[src/rtl/pageWindowBridge_pkg.sv]
package pageWindowBridge_pkg;
  typedef enum logic [1:0] {
    ST_IDLE  = 2'd0,
    ST_REQ   = 2'd1,
    ST_RDWT  = 2'd2,
    ST_DONE  = 2'd3
  } bridgeState_t;

  typedef struct packed {
    logic loadReq;    // latch address/data of a new window access
    logic captureRd;  // latch the returned read byte
  } bridgeStrobes_t;
endpackage

[src/rtl/pageWindowBridgeCtrl.sv]
module pageWindowBridgeCtrl
  import pageWindowBridge_pkg::*;
(
  input  logic           clk,
  input  logic           rst,
  input  logic           winHit,
  input  logic           isWrite,
  input  logic           memAck,
  input  logic           memRdValid,
  output logic           memReq,
  output logic           cpuReady,
  output bridgeStrobes_t strobes
);
  bridgeState_t state, stateNext;
  logic reqIsWrite;

  always_ff @(posedge clk) begin
    if (rst) begin
      state      <= ST_IDLE;
      reqIsWrite <= 1'b0;
    end else begin
      state <= stateNext;
      if (strobes.loadReq) reqIsWrite <= isWrite;
    end
  end

  always_comb begin
    stateNext = state;
    strobes   = '0;
    unique case (state)
      ST_IDLE: if (winHit) begin
        strobes.loadReq = 1'b1;
        stateNext       = ST_REQ;
      end
      ST_REQ: if (memAck) stateNext = reqIsWrite ? ST_DONE : ST_RDWT;
      ST_RDWT: if (memRdValid) begin
        strobes.captureRd = 1'b1;
        stateNext         = ST_DONE;
      end
      ST_DONE: stateNext = ST_IDLE;
      default: stateNext = ST_IDLE;
    endcase
  end

  assign memReq   = (state == ST_REQ);
  assign cpuReady = ((state == ST_IDLE) && !winHit) || (state == ST_DONE);

  // ready follows returned read data by one cycle
  assert_ready_after_data_R11: assert property (@(posedge clk) disable iff (rst)
    (state == ST_RDWT && memRdValid) |=> cpuReady);
  // request persists until acknowledged
  assert_req_held_R8: assert property (@(posedge clk) disable iff (rst)
    (memReq && !memAck) |=> memReq);
endmodule

[src/rtl/pageWindowBridgeDp.sv]
module pageWindowBridgeDp
  import pageWindowBridge_pkg::*;
#(
  parameter int ADDR_W   = 16,
  parameter int PAGE_W   = 16,
  parameter int OFFS_W   = 8,
  parameter int BYTE_W   = 8,
  localparam int MADDR_W = PAGE_W + OFFS_W,
  localparam int WORD_W  = 2 * BYTE_W
) (
  input  logic               clk,
  input  logic               rst,
  input  logic               ctrlWr,
  input  logic [ADDR_W-1:0]  cpuAddr,
  input  logic [BYTE_W-1:0]  cpuWrData,
  input  logic               cpuWe,
  input  bridgeStrobes_t     strobes,
  input  logic [WORD_W-1:0]  memRdData,
  output logic [MADDR_W-1:0] memAddr,
  output logic [WORD_W-1:0]  memWrData,
  output logic               memWe,
  output logic [BYTE_W-1:0]  cpuRdData
);
  localparam int PAGE_BYTES = PAGE_W / BYTE_W;

  logic [PAGE_W-1:0] pageReg;
  logic [BYTE_W-1:0] dataHi;
  logic              laneHigh;

  // page register bytes, one per register offset
  for (genvar b = 0; b < PAGE_BYTES; b++) begin : g_pageByte
    always_ff @(posedge clk) begin
      if (rst) pageReg[b*BYTE_W +: BYTE_W] <= '0;
      else if (ctrlWr && cpuAddr[1:0] == b[1:0])
        pageReg[b*BYTE_W +: BYTE_W] <= cpuWrData;
    end
  end

  always_ff @(posedge clk) begin
    if (rst) begin
      dataHi    <= '0;
      memAddr   <= '0;
      memWrData <= '0;
      memWe     <= 1'b0;
      laneHigh  <= 1'b0;
      cpuRdData <= '0;
    end else begin
      if (ctrlWr && cpuAddr[1:0] == 2'd2) dataHi <= cpuWrData;
      if (strobes.loadReq) begin
        memAddr   <= {pageReg, cpuAddr[OFFS_W-1:0]};
        memWrData <= {dataHi, cpuWrData};
        memWe     <= cpuWe;
        laneHigh  <= cpuAddr[0];
      end
      if (strobes.captureRd)
        cpuRdData <= laneHigh ? memRdData[WORD_W-1:BYTE_W] : memRdData[BYTE_W-1:0];
    end
  end

  // control state changes only on a control write
  assert_ctrl_stable_R5: assert property (@(posedge clk) disable iff (rst)
    (!$past(rst) && !$past(ctrlWr)) |-> ($stable(pageReg) && $stable(dataHi)));
endmodule

[src/rtl/pageWindowBridge.sv]
module pageWindowBridge
  import pageWindowBridge_pkg::*;
#(
  parameter int          ADDR_W   = 16,
  parameter int          PAGE_W   = 16,
  parameter int          OFFS_W   = 8,
  parameter int          BYTE_W   = 8,
  parameter logic [7:0]  WIN_PAGE = 8'hA0,
  localparam int         MADDR_W  = PAGE_W + OFFS_W,
  localparam int         WORD_W   = 2 * BYTE_W
) (
  input  logic               clk,
  input  logic               rst,
  input  logic               cpuValid,
  input  logic               ctrlSel,
  input  logic               cpuWe,
  input  logic [ADDR_W-1:0]  cpuAddr,
  input  logic [BYTE_W-1:0]  cpuWrData,
  output logic [BYTE_W-1:0]  cpuRdData,
  output logic               cpuReady,
  output logic               memReq,
  output logic               memWe,
  output logic [MADDR_W-1:0] memAddr,
  output logic [WORD_W-1:0]  memWrData,
  input  logic               memAck,
  input  logic               memRdValid,
  input  logic [WORD_W-1:0]  memRdData
);
  bridgeStrobes_t strobes;
  logic winHit, ctrlWr;

  assign winHit = cpuValid && !ctrlSel && (cpuAddr[ADDR_W-1:OFFS_W] == WIN_PAGE);
  assign ctrlWr = ctrlSel && cpuWe;

  pageWindowBridgeCtrl u_ctrl (
    .clk(clk), .rst(rst), .winHit(winHit), .isWrite(cpuWe),
    .memAck(memAck), .memRdValid(memRdValid),
    .memReq(memReq), .cpuReady(cpuReady), .strobes(strobes)
  );

  pageWindowBridgeDp #(.ADDR_W(ADDR_W), .PAGE_W(PAGE_W), .OFFS_W(OFFS_W), .BYTE_W(BYTE_W)) u_dp (
    .clk(clk), .rst(rst), .ctrlWr(ctrlWr), .cpuAddr(cpuAddr), .cpuWrData(cpuWrData),
    .cpuWe(cpuWe), .strobes(strobes), .memRdData(memRdData),
    .memAddr(memAddr), .memWrData(memWrData), .memWe(memWe), .cpuRdData(cpuRdData)
  );

  // processor stalled while a request is outstanding
  assert_stall_during_req_R9: assert property (@(posedge clk) disable iff (rst)
    memReq |-> !cpuReady);
  // request fields frozen until acknowledged
  assert_fields_stable_R8: assert property (@(posedge clk) disable iff (rst)
    ($past(memReq) && !$past(memAck) && !$past(rst)) |->
      ($stable(memAddr) && $stable(memWrData) && $stable(memWe)));
endmodule

[config.mk]
export PLATFORM = sky130hd
export DESIGN_NAME = pageWindowBridge
export DESIGN_NICKNAME = d
export VERILOG_FILES = /design/src/rtl/pageWindowBridge_pkg.sv /design/src/rtl/pageWindowBridgeCtrl.sv /design/src/rtl/pageWindowBridgeDp.sv /design/src/rtl/pageWindowBridge.sv
export SDC_FILE = /design/constraint.sdc
export NUM_CORES = 1
export LEC_CHECK = 0
export ABC_AREA = 1
export BUFFER_PORTS_ARGS = -buffer_cell sky130_fd_sc_hd__buf_2
export CAP_MARGIN = 30
export CORE_MARGIN = 1.5
export CORE_UTILIZATION = 45
export DETAILED_ROUTE_END_ITERATION = 6
export GPL_ROUTABILITY_DRIVEN = 0
export PLACE_DENSITY = 0.75
export SLEW_MARGIN = 30
export SYNTH_ARGS = -nofsm -noshare
export SYNTH_HDL_FRONTEND = slang
export SYNTH_SLANG_ARGS = --single-unit
[constraint.sdc]
create_clock -name clk -period 1.2 [get_ports clk]
set_input_delay 0.12 -clock clk [delete_from_list [all_inputs] [get_ports clk]]
set_output_delay 0.12 -clock clk [all_outputs]
set_load 0.01 [all_outputs]
Yosys cells after proc, flatten, opt, wreduce, memory -nomap -nowiden
Index checks and enable logic that the tools add are counted.

operators by class
  bitwise operators = 0
  $mul = 0
  reductions and logical operators = 13
  multiplexer cells = 10
  magnitude comparators = 0
  div/mod/pow operators = 0
  shift-type cells = 0
  equality and inequality tests = 9
  $add $sub $neg = 0

operator list
  kind                                                                   count
  8-bit equality test, second input constant                             1
  8-bit 2-to-1 mux                                                       1
  2-bit one-hot mux with 4 select lines                                  1
  1-bit logical AND                                                      7
  2-bit equality test, second input constant                             3
  2-bit 2-to-1 mux                                                       3
  1-bit 2-to-1 mux                                                       5
  2-bit by 1-bit equality test with 1-bit output, second input constant  2
  2-bit zero test                                                        2
  2-bit by 1-bit != test with 1-bit output, second input constant        2
  3-bit AND reduction                                                    1
  1-bit zero test                                                        2
  2-bit != test, second input constant                                   1
  1-bit logical OR                                                       1

storage, ports and cells
  register bits after elaboration = 76
  bits in read-only memories = 0
  output and inout bits = 51
  bits in latches = 0
  memory bits (writable) = 0
  memories = 0

Longest topological paths before layout
  depth after elaboration = 6
  mapped depth = 8
  depth with buffers taken out = 8

Cells and area by module
A second synthesis with hierarchy kept.

unflattened totals
  cell total of the unflattened synthesis = 430
  area total of the unflattened synthesis = 3,159.3 µm²

by module, submodules not included
  module                instances  cells each  area an instance (µm²)  seq. area each (µm²)
  pageWindowBridgeDp    1          379         2,839.0                 1,461.4
  pageWindowBridgeCtrl  1          40          274.0                   60.1
  pageWindowBridge      1          11          46.3                    0.0

Least setup slack after synthesis
Ideal clock, no wire load.

  path kind = reg-to-reg
  start point = reg u_ctrl.state[0]
  end point = reg u_dp.memAddr[2]
  data required time = 1.086 ns
  cell stages (with the launch flop) = 8
  slack = -0.127 ns
  arrival = 1.213 ns
  path buffers = 1
  period minus slack after synthesis = 1.327 ns
  library setup time = 0.114 ns
  path through = dfxtp_1 inv_1 ha_1 nand3_2 clkinv_2 buf_6 o21bai_1 nor2_1

between the ends
  cells in the longest elaborated chain, start to end = 2

ends and longest elaborated chain
  element                   line                        RTL
  start: declaration        pageWindowBridgeCtrl.sv:14  bridgeState_t state, stateNext;
  start signal: assignment  pageWindowBridgeCtrl.sv:22  state <= stateNext;
  2-bit zero test           pageWindowBridgeCtrl.sv:30  unique case (state)
  1-bit 2-to-1 mux          pageWindowBridgeCtrl.sv:30
  end signal: assignment    pageWindowBridgeDp.sv:50    memAddr <= {pageReg, cpuAddr[OFFS_W-1:0]};
  end: declaration          pageWindowBridgeDp.sv:19    output logic [MADDR_W-1:0] memAddr,

Every way passes these cells.
A chain may end at the register's enable or synchronous reset.

Worst setup path in the final report
  start point = reg u_ctrl.state[1]
  end point = reg u_dp.memWrData[11]

between the ends
  cells in the longest elaborated chain, start to end = 2

ends and longest elaborated chain
  element                 line                        RTL
  2-bit zero test         pageWindowBridgeCtrl.sv:30
  1-bit 2-to-1 mux        pageWindowBridgeCtrl.sv:30
  end signal: assignment  pageWindowBridgeDp.sv:51    memWrData <= {dataHi, cpuWrData};
  end: declaration        pageWindowBridgeDp.sv:20    output logic [WORD_W-1:0] memWrData,

Every way passes these cells.

==> results_dict.tcl <==
set metrics [dict create \
    run_status "finished, violations left" \
    violations "DRC, setup timing" \
    insertion_delay_ns 0.35 \
    netlist_instances 397 \
    worst_path_largest_cell_delay_ns 0.38 \
    cts_tree "yes" \
    layout.nets 567 \
    drv_slew 0 \
    top_level_pins 98 \
    viasPerCell 4.96 \
    netlist-cell-type-count 21 \
    gr-usage-met1_pct 24.4 \
    post_synth_design_cell_area_um2 3030 \
    grt_pass1_wl_um 11800 \
    crit_path_start_kind "register" \
    timing.max_cap.violations 0 \
    grt_start_max_net_pins 54 \
    post_route_drc_violation_count 1 \
    clkSlewWorstSetupHoldPaths_ns 0.08 \
    avgSynthCellArea_um2 7.62 \
    port_buffers 97 \
    htree_levels 3 \
    max_freq_mhz 722 \
    total_design_power_w 0.00564 \
    maximum_clock_skew_at_final_layout_ns 0.00918 \
    fin_ws_ns -0.185 \
    cts-root-to-sink-buffers 2 \
    max_slew_margin_pct 77.2 \
    setup-violations-final 53 \
    synthesis.nets 448 \
    area_delta_synth_final_pct 45.4 \
    worst_slew_pin_tran_ns 0.341 \
    core.rowCount 29 \
    first_pass_iters 6 \
    timing.final.crit_share_pct 115 \
    power_per_cell_area_nw_per_um2 1280 \
    fp.dieH_um 85.0 \
    dieWidth_um 85.0 \
    final_hold_violation_count 0 \
    critPathRequiredTime_ns 1.45 \
    worstPathMaxFanout 5 \
    critPathMostFrequentCell "sky130_fd_sc_hd__buf_12" \
    route.antenna.remaining_nets 0 \
    drive_gt1_share_pct 39.2 \
    initial_antenna_violation_count 0 \
    dpl_worst_slack_ns -0.170 \
    total_leakage_power_nw 2.22 \
    worst_ir_drop_vdd_mv 0.885 \
    crit_chain "inv_4 -> ha_4 -> nand3_4 -> buf_12 -> buf_12 -> clkinv_16 -> o21bai_1 -> nor2_1" \
    yosys_register_bits 75 \
    grt_setup_unrepaired "yes" \
    track_usage_pct 20.9 \
    cts_made_buffers 9 \
    drtIter0Drc 171 \
    core_region_area_um2 6420 \
    proportion_of_synthesized_chip_area_in_sequential_cells_pct 49.6 \
    clock_sinks 75 \
    post-dp-hpwl_um 4780 \
    starting_density_of_the_core_pct 47.1 \
    critPathKind "reg -> reg" \
    worst-endpoint-arrival_ns 1.63 \
    finish.instance_area_um2 4400 \
    cp-end-kind "register" \
    die_area_um2 7220 \
    grt_busiest_layer "met2" \
    cp_slowest_cell "sky130_fd_sc_hd__dfxtp_4" \
    timing.final.crit_period_ns 1.39 \
    place_area_um2 3610 \
    yosys_warnings 0 \
    grt_overflow 0 \
    diodes 0 \
    use_met2_pct 33.4 \
    use_met3_pct 6.03 \
    clock-root-buffer "sky130_fd_sc_hd__clkbuf_8" \
    wl_per_cell_um 13.6 \
    vias 2966 \
    first_global_vias 2665 \
    routed_wl_um 8140 \
    holdCritPathClass "in -> reg" \
]
-- cell type report --
type                       instances  area, um^2
fill                             505        2020
sequential                        75        1510
multi-input combinational        243        1440
timing repair buffer             124         856
inverter                          59         243
clock buffer                      10         138
tap                               77        96.3
timing repair inverter             4        65.1
clock inverter                     6        47.5
-- stage by stage --
step	TNS [ns]	hold WS [ns]	utilization [%]	std cells
floorplan	0	0.255	-	397
global placement	-4.70	0.343	56.2	563
detailed placement	-5.83	0.356	56.2	563
CTS	-2.42	0.000905	61.4	584
global route	-7.89	0.00938	68.5	598
finish	-5.17	0.0119	68.5	598
-- metal layers --
| layer | wire length, um | up-vias |
|---|---|---|
| met5 | 0 | - |
| li1 | - | 1485 |
| met4 | 242 | 0 |
| met2 | 4160 | 109 |
| met1 | 3270 | 1349 |
| met3 | 475 | 23 |
-- cells by family after synthesis --
logic type | Yosys count | synth area share, %
and+or+nand+nor | 146 | 19.2
AOI/OAI and AO/OA | 93 | 18.0
buffers and inverters | 79 | 11.5
DFF | 75 | 49.6
adders and majority gates | 4 | 1.65
-- cells in the mapped netlist, drive strengths merged --
master / number / area [um^2]
dfxtp: 75 / 1500
nor2: 66 / 250
nand2: 64 / 240
inv: 56 / 210
a21oi: 37 / 185
o21ai: 24 / 120
o21bai: 23 / 173
nand3: 14 / 75.1
buf: 12 / 96.3
clkbuf: 8 / 30.0
o211ai: 8 / 60.1
ha: 4 / 50.1
clkinv: 3 / 12.5
nor3: 2 / 15.0
o22ai: 1 / 6.26
-- cells in the final DEF, fill, tap and decap left out, types with 4 or more instances in the layout --
cell,Yosys,final
sky130_fd_sc_hd__o21ai_0,24,24
sky130_fd_sc_hd__dfxtp_1,75,73
sky130_fd_sc_hd__buf_6,5,8
sky130_fd_sc_hd__nor2_1,65,50
sky130_fd_sc_hd__nand2_1,64,39
sky130_fd_sc_hd__nand3_1,13,13
sky130_fd_sc_hd__buf_12,0,5
sky130_fd_sc_hd__nor2_4,0,9
sky130_fd_sc_hd__o21bai_1,23,22
sky130_fd_sc_hd__buf_2,5,95
sky130_fd_sc_hd__nand2_2,0,19
sky130_fd_sc_hd__clkbuf_8,0,10
sky130_fd_sc_hd__dlygate4sd3_1,0,4
sky130_fd_sc_hd__nand2_4,0,6
sky130_fd_sc_hd__o211ai_1,8,8
sky130_fd_sc_hd__a21oi_1,37,27
sky130_fd_sc_hd__buf_4,2,8
sky130_fd_sc_hd__inv_1,56,52
sky130_fd_sc_hd__nor2_2,1,7
sky130_fd_sc_hd__a21oi_2,0,10
-- timing repair --
action	CTS	global route
hold buffers	3	1
hold endpoints to repair	3	1
setup buffers	2	6
gates resized for setup	26	70
gates cloned	1	7
pin swaps	4	5
setup endpoints to repair	53	53
-- critical path: cells and delay by family, from the launching register on --
kind            cells  cell delay, ns
fa+ha+maj           1            0.18
flops               1            0.38
compound gates      1            0.15
simple gates        2            0.19
buf+inv             4            0.38
-- flip-flops by register name, indices dropped and copies added (netlist names) --
| name | cells |
|---|---|
| u_dp.dataHi | 8 |
| u_dp.pageReg | 16 |
| u_dp.memWrData | 16 |
| u_ctrl.reqIsWrite | 1 |
| u_dp.cpuRdData | 8 |
| u_ctrl.state | 2 |
| u_dp.memAddr | 24 |
-- path summary, 6_finish.rpt --
kind / start / to / slack, ns / cells after the start
max: u_ctrl.state[1] / u_dp.memWrData[11] / -0.19 / 8
min: cpuWe / u_ctrl.reqIsWrite / 0.01 / 3
max reg2reg: u_ctrl.state[1] / u_dp.memWrData[11] / -0.19 / 8
min reg2reg: u_dp.pageReg[15] / u_dp.pageReg[15] / 0.46 / 2
-- report_power, final --
group / leakage [nW] / internal [W] / total (W) / switching [W]
sequential: 0.608 / 0.00261 / 0.00268 / 0.0000754
clock: 0.0937 / 0.000828 / 0.00181 / 0.000978
combinational: 1.52 / 0.000559 / 0.00115 / 0.000593
total: 2.22 / 0.00399 / 0.00564 / 0.00165
Power figures use the tool's default switching activity.
